**src/rtl/denorm_pkg.sv**
```systemverilog
package denorm_pkg;
  localparam int MODE_W  = 3;
  localparam int DEPTH_W = 5;

  typedef logic [MODE_W-1:0]  mode_t;
  typedef logic [DEPTH_W-1:0] depth_t;

  // 0 = no requantization
  function automatic depth_t mode_depth(mode_t m);
    case (m)
      3'd1:    mode_depth = depth_t'(6);
      3'd2:    mode_depth = depth_t'(8);
      3'd3:    mode_depth = depth_t'(9);
      3'd4:    mode_depth = depth_t'(10);
      3'd5:    mode_depth = depth_t'(11);
      3'd6:    mode_depth = depth_t'(12);
      default: mode_depth = '0;
    endcase
  endfunction
endpackage

```
**src/rtl/denorm_cfg_bank.sv**
```systemverilog
module denorm_cfg_bank
  import denorm_pkg::*;
#(
  parameter int CH_W   = 12,
  parameter int NUM_CH = 3
) (
  input  logic                          clk_i,
  input  logic                          rst_ni,
  input  logic                          load_i,
  input  mode_t                         mode_i,
  input  logic [NUM_CH-1:0][CH_W-1:0]   lo_i,
  input  logic [NUM_CH-1:0][CH_W-1:0]   hi_i,
  output mode_t                         act_mode_o,
  output logic [NUM_CH-1:0][CH_W-1:0]   act_lo_o,
  output logic [NUM_CH-1:0][CH_W-1:0]   act_hi_o,
  output mode_t                         eff_mode_o,
  output logic [NUM_CH-1:0][CH_W-1:0]   eff_lo_o,
  output logic [NUM_CH-1:0][CH_W-1:0]   eff_hi_o
);
  mode_t                       mode_q;
  logic [NUM_CH-1:0][CH_W-1:0] lo_q, hi_q;

  always_ff @(posedge clk_i or negedge rst_ni) begin
    if (!rst_ni) begin
      mode_q <= '0;
      lo_q   <= '0;
      hi_q   <= '1;
    end else if (load_i) begin
      mode_q <= mode_i;
      lo_q   <= lo_i;
      hi_q   <= hi_i;
    end
  end

  assign act_mode_o = mode_q;
  assign act_lo_o   = lo_q;
  assign act_hi_o   = hi_q;

  // strobe cycle already sees the new set
  assign eff_mode_o = load_i ? mode_i : mode_q;
  assign eff_lo_o   = load_i ? lo_i   : lo_q;
  assign eff_hi_o   = load_i ? hi_i   : hi_q;
endmodule

```
**src/rtl/denorm_lane.sv**
```systemverilog
module denorm_lane
  import denorm_pkg::*;
#(
  parameter int CH_W = 12
) (
  input  logic [CH_W-1:0] pix_i,
  input  mode_t           mode_i,
  input  logic [CH_W-1:0] lo_i,
  input  logic [CH_W-1:0] hi_i,
  output logic [CH_W-1:0] pix_o
);
  localparam int     SUM_W = CH_W + 1;
  localparam depth_t FULL  = depth_t'(CH_W);

  depth_t          depth, sh;
  logic            bypass;
  logic [SUM_W-1:0] half, sum, quo, top, sat;
  logic [CH_W-1:0] rq, cl;

  always_comb begin
    depth  = mode_depth(mode_i);
    bypass = (depth == '0) || (depth >= FULL);
    sh     = bypass ? '0 : FULL - depth;
    half   = bypass ? '0 : (SUM_W'(1) << (sh - depth_t'(1)));
    sum    = {1'b0, pix_i} + half;
    quo    = sum >> sh;
    top    = (SUM_W'(1) << depth) - SUM_W'(1);
    sat    = (quo > top) ? top : quo;
    rq     = bypass ? pix_i : sat[CH_W-1:0];
    cl     = (rq > hi_i) ? hi_i : rq;
    pix_o  = (cl < lo_i) ? lo_i : cl;
  end
endmodule

```
**src/rtl/out_denorm.sv**
```systemverilog
module out_denorm
  import denorm_pkg::*;
#(
  parameter int CH_W   = 12,
  parameter int NUM_CH = 3,
  localparam int PIX_W = CH_W * NUM_CH
) (
  input  logic             clk_i,
  input  logic             rst_ni,
  input  logic             frame_start_i,
  input  logic [2:0]       cfg_mode_i,
  input  logic [CH_W-1:0]  cfg_lo_r_i,
  input  logic [CH_W-1:0]  cfg_hi_r_i,
  input  logic [CH_W-1:0]  cfg_lo_g_i,
  input  logic [CH_W-1:0]  cfg_hi_g_i,
  input  logic [CH_W-1:0]  cfg_lo_b_i,
  input  logic [CH_W-1:0]  cfg_hi_b_i,
  input  logic             in_valid_i,
  output logic             in_ready_o,
  input  logic [PIX_W-1:0] in_pix_i,
  output logic             out_valid_o,
  input  logic             out_ready_i,
  output logic [PIX_W-1:0] out_pix_o
);
  logic [2:0][CH_W-1:0]        pend_lo, pend_hi;
  logic [NUM_CH-1:0][CH_W-1:0] cfg_lo, cfg_hi;
  logic [NUM_CH-1:0][CH_W-1:0] act_lo, act_hi, eff_lo, eff_hi;
  logic [NUM_CH-1:0][CH_W-1:0] lane_in, lane_out;
  mode_t                       act_mode, eff_mode;
  logic                        acc;

  // index 2 = R/Cr, 1 = G/Y, 0 = B/Cb
  assign pend_lo = {cfg_lo_r_i, cfg_lo_g_i, cfg_lo_b_i};
  assign pend_hi = {cfg_hi_r_i, cfg_hi_g_i, cfg_hi_b_i};

  generate
    for (genvar c = 0; c < NUM_CH; c++) begin : g_map
      if (c < 3) begin : g_cfg
        assign cfg_lo[c] = pend_lo[c];
        assign cfg_hi[c] = pend_hi[c];
      end else begin : g_cfg_def
        assign cfg_lo[c] = '0;
        assign cfg_hi[c] = '1;
      end
    end
  endgenerate

  denorm_cfg_bank #(.CH_W(CH_W), .NUM_CH(NUM_CH)) i_cfg (
    .clk_i      (clk_i),
    .rst_ni     (rst_ni),
    .load_i     (frame_start_i),
    .mode_i     (cfg_mode_i),
    .lo_i       (cfg_lo),
    .hi_i       (cfg_hi),
    .act_mode_o (act_mode),
    .act_lo_o   (act_lo),
    .act_hi_o   (act_hi),
    .eff_mode_o (eff_mode),
    .eff_lo_o   (eff_lo),
    .eff_hi_o   (eff_hi)
  );

  assign lane_in = in_pix_i;

  generate
    for (genvar c = 0; c < NUM_CH; c++) begin : g_lane
      denorm_lane #(.CH_W(CH_W)) i_lane (
        .pix_i  (lane_in[c]),
        .mode_i (eff_mode),
        .lo_i   (eff_lo[c]),
        .hi_i   (eff_hi[c]),
        .pix_o  (lane_out[c])
      );
    end
  endgenerate

  assign in_ready_o = !out_valid_o || out_ready_i;
  assign acc        = in_valid_i && in_ready_o;

  always_ff @(posedge clk_i or negedge rst_ni) begin
    if (!rst_ni) begin
      out_valid_o <= 1'b0;
      out_pix_o   <= '0;
    end else if (in_ready_o) begin
      out_valid_o <= in_valid_i;
      if (in_valid_i) out_pix_o <= lane_out;
    end
  end
endmodule

```
**config.mk**
```make
export PLATFORM = sky130hd
export DESIGN_NAME = out_denorm
export DESIGN_NICKNAME = d
export VERILOG_FILES = /design/src/rtl/denorm_pkg.sv /design/src/rtl/denorm_cfg_bank.sv /design/src/rtl/denorm_lane.sv /design/src/rtl/out_denorm.sv
export SDC_FILE = /design/constraint.sdc
export NUM_CORES = 1
export LEC_CHECK = 0
export BUFFER_PORTS_ARGS = -buffer_cell sky130_fd_sc_hd__clkbuf_2
export CAP_MARGIN = 5
export CORE_ASPECT_RATIO = 0.6
export CORE_MARGIN = 3
export CORE_UTILIZATION = 25
export CTS_CLUSTER_DIAMETER = 30
export DETAILED_ROUTE_END_ITERATION = 8
export GPL_ROUTABILITY_DRIVEN = 0
export GPL_TIMING_DRIVEN = 1
export PLACE_DENSITY = 0.43
export SETUP_SLACK_MARGIN = 0.3
export SYNTH_ARGS = -nofsm -noshare
export SYNTH_HDL_FRONTEND = slang
export SYNTH_HIERARCHICAL = 1
export SYNTH_SLANG_ARGS = --single-unit
```
**constraint.sdc**
```tcl
create_clock -name clk_i -period 22.4 [get_ports clk_i]
set_input_delay 2.24 -clock clk_i [delete_from_list [all_inputs] [get_ports clk_i]]
set_output_delay 2.24 -clock clk_i [all_outputs]
set_load 0.02 [all_outputs]
```
==> metrics.cfg <==
[logic_synthesis]
yosysSeqAreaShare_pct=18.8
synth_compound_gate_area_share_pct=24.7
synth_top_family_by_area=compound AO/OA/AOI/OAI gates
syn-mean-instance-area_um2=8.42
synth-simple-area-share_pct=18.1
post_synth_xor_area_fraction_pct=2.07
synth.area.mux_share_pct=16.1
syn_inst=1798
count_of_state_elements_after_synthesis=112
synth.cell_area_um2=15100
ys_types=113
yosys_warnings=6
post_synth_fa_ha_maj_area_fraction_pct=14.3
synth_top_flop_cell=dfrtp_1
postSynth.asyncResetShare_pct=100
synth_enable_flop_cells=0

[worst_setup_path]
critical_path_arrival_ns=15.87
worst_path_max_delay_cell=o21ai_1
max_stage_delay_ns=0.84
regToRegSetupSlack_ns=9.73
setup.worst_path.start_class=primary input
cp_data_required_time_ns=22.66
critical_path_endpoint_category=register
regToRegStartpoint=i_cfg/act_mode_o[1]
crit_path_max_fanout=44
r2r-end=out_pix_o[14]
timing.setup.critical_path_class=in2reg
rr_worst_depth=45

[clock_network]
post_cts.repair.setup_buffers=0
clockRootBuffer=clkbuf_16
cts.path.max_buffers=2
clk_latency_ns=0.39
cts_h_tree_depth=3
holdBufCountCts=0
clkTransAtPathRegs_ns=0.08
cts-buffers-inserted=9
ctsResizeCount=0
clkSinkCount=112
cts_tree=yes

[timing]
finalSetupViolCount=0
max_slew.worst_pin.slew_ns=1.02
max_clock_freq_mhz=64.1
unrepaired_setup_endpoints_after_global_routing=no
finalMaxSlewViolations=0
min_period_over_period_pct=69.7
min_period_ns=15.61
tns_ns=0
max_slew_headroom_pct=31.3
fin_worst_skew_ns=0.0138
hold_violations=0

[flow_run]
max_cap_violations=0

[power_and_ir_drop]
cellPowerDensity_nw_per_um2=106
peakVddDrop_v=0.0000472
power_leakage_nw=7.91

[outcome]
status=complete, no violations

[hold_path]
worst_hold_path_type=reg2reg
hold_start=i_cfg/act_lo_o[28]
worstHoldPathCells=1
holdPathEnd=i_cfg/act_lo_o[28]

[global_route]
vias_in_the_first_global_route=13308
overall_global_routing_resource_usage_pct=17.0
grt_antenna_before_repair=4
grt_max_degree=63
grt_pass1_wl_um=83700
globalRoute.totalOverflow=0

[placed_design]
port_buffers=153
dp_cells=2673
place_area_um2=16600
place.detailed.hpwl_um=44500

[die]
die_w_um=324
dieHeight_um=197
initial_utilization_pct=25.4
num_rows=69
top_level_i_o_count=154
fp.dieArea_um2=63700
coreArea_um2=59600

[cells_and_area]
fin_nets=2191
fill_cells=6420
diodes=0
postLayoutCellArea_um2=16900
layout.cells.non_filler=2690
most-common-layout-cells=170 x nand2_1, 168 x ha_1, 151 x clkbuf_2, 128 x nor2_1, 125 x a21oi_1
final_common_cell=nand2_1
flow.area_growth_from_synthesis_pct=11.8
drive_gt1_share_pct=23.4

[route]
drt_pass_1_iters=5
wl_per_cell_um=20.4
count_of_unresolved_drc_violations_after_routing=0
postRouteAntennaNets=0
drt-initial-drc-count=1524
route.final.wire_length_um=54900
detail_route.vias_per_cell=5.28
vias=14201

registers in the layout (all words and copies together) (netlist names):
register / count
out_pix_o: 36
i_cfg/act_mode_o: 3
i_cfg/act_lo_o: 36
out_valid_o: 1
i_cfg/act_hi_o: 36
critical path: cells and delay by family:
kind                     cells  cell delay, ns
multiplexers                 3            1.13
AND/OR/NAND/NOR              9            1.80
buffers and inverters        6            2.36
AO/OA/AOI/OAI               23            6.05
XOR/XNOR                     1            0.39
adder cells (fa/ha/maj)      5            1.82
worst max path at each step:
stage / from / endpoint / slack (ns) / cells after the start
finish: frame_start_i / out_pix_o[14] / 6.79 / 47
floorplan: frame_start_i / out_pix_o[10] / 9.77 / 46
detailed placement: frame_start_i / out_pix_o[13] / 6.16 / 47
global route: frame_start_i / out_pix_o[18] / 5.68 / 48
CTS: frame_start_i / out_pix_o[13] / 6.52 / 47
global placement: frame_start_i / out_pix_o[23] / 6.25 / 46
stage by stage:
stage	hold WS (ns)	utilization [%]	worst slack (ns)	total power [mW]
final	0.511	28.4	6.79	1.79
after global routing	0.531	28.4	5.68	1.95
after CTS	0.516	28.4	6.52	1.78
after detailed placement	0.495	27.8	6.16	1.58
after global placement	0.492	27.8	6.25	1.59
after floorplan	0.474	-	9.77	1.23
kinds of logic (layout without fill, tap and decap cells):
group	count (synthesis)	count (layout)
buffers and inverters	199	301
multiplexers	184	184
flip-flops	112	112
AND/OR/NAND/NOR	550	550
other	3	12
XOR/XNOR	34	34
AO/OA/AOI/OAI	545	545
adder cells (fa/ha/maj)	171	171
area by class of cell:
type	count	area, um^2	share of cell area, %
inverter	115	432	2.55
sequential	112	2850	16.8
multi-input combinational	1496	11400	67.5
clock inverter	6	96.3	0.569
clock buffer	10	239	1.41
tap	781	977	5.77
timing repair buffer	170	906	5.35
routing by layer:
metal  routed length [um]  part of all wire (%)  global-route usage [%]  vias up
met4                  221                  0.40                    1.49        6
li1                     -                     -                       -     6872
met2                20100                    37                    21.7      448
met5                   35                 0.064                       0        -
met3                 4180                   7.6                    4.49       21
met1                30400                    55                    28.2     6854
cells in the mapped netlist (11+ instances only):
cell      count  area [um^2]
mux2_4       91         1370
mux2_1       13          146
and2_1       26          163
nand2_1     170          638
o21a_1       20          150
o211ai_1     24          180
nand2b_1     12         75.1
nor2_1      128          480
clkbuf_1     35          131
and3_1       19          119
nor2b_1      14         87.6
dfrtp_1      76         1900
a211oi_1     36          270
nand4_1      29          181
dfstp_2      36          946
mux2_2       64          721
or2_2        12         75.1
nor3_1       33          165
xnor2_1      18          158
mux2i_1      13          130
or3_1        22          138
xor2_1       14          123
a21oi_1     127          636
o31ai_1      14          105
a21o_1       47          353
buf_6        12          135
buf_2        26          130
ha_1        168         2100
a211o_1      11         96.3
nand3_1      35          175
o21ai_0      92          460
a31oi_1      32          200
inv_1       112          420
power breakdown:
group          total, mW  internal, mW  switching (mW)
Sequential         0.289         0.254          0.0343
Combinational       1.32         0.546           0.770
Clock              0.186        0.0938          0.0921
Power figures use the tool's default switching activity.
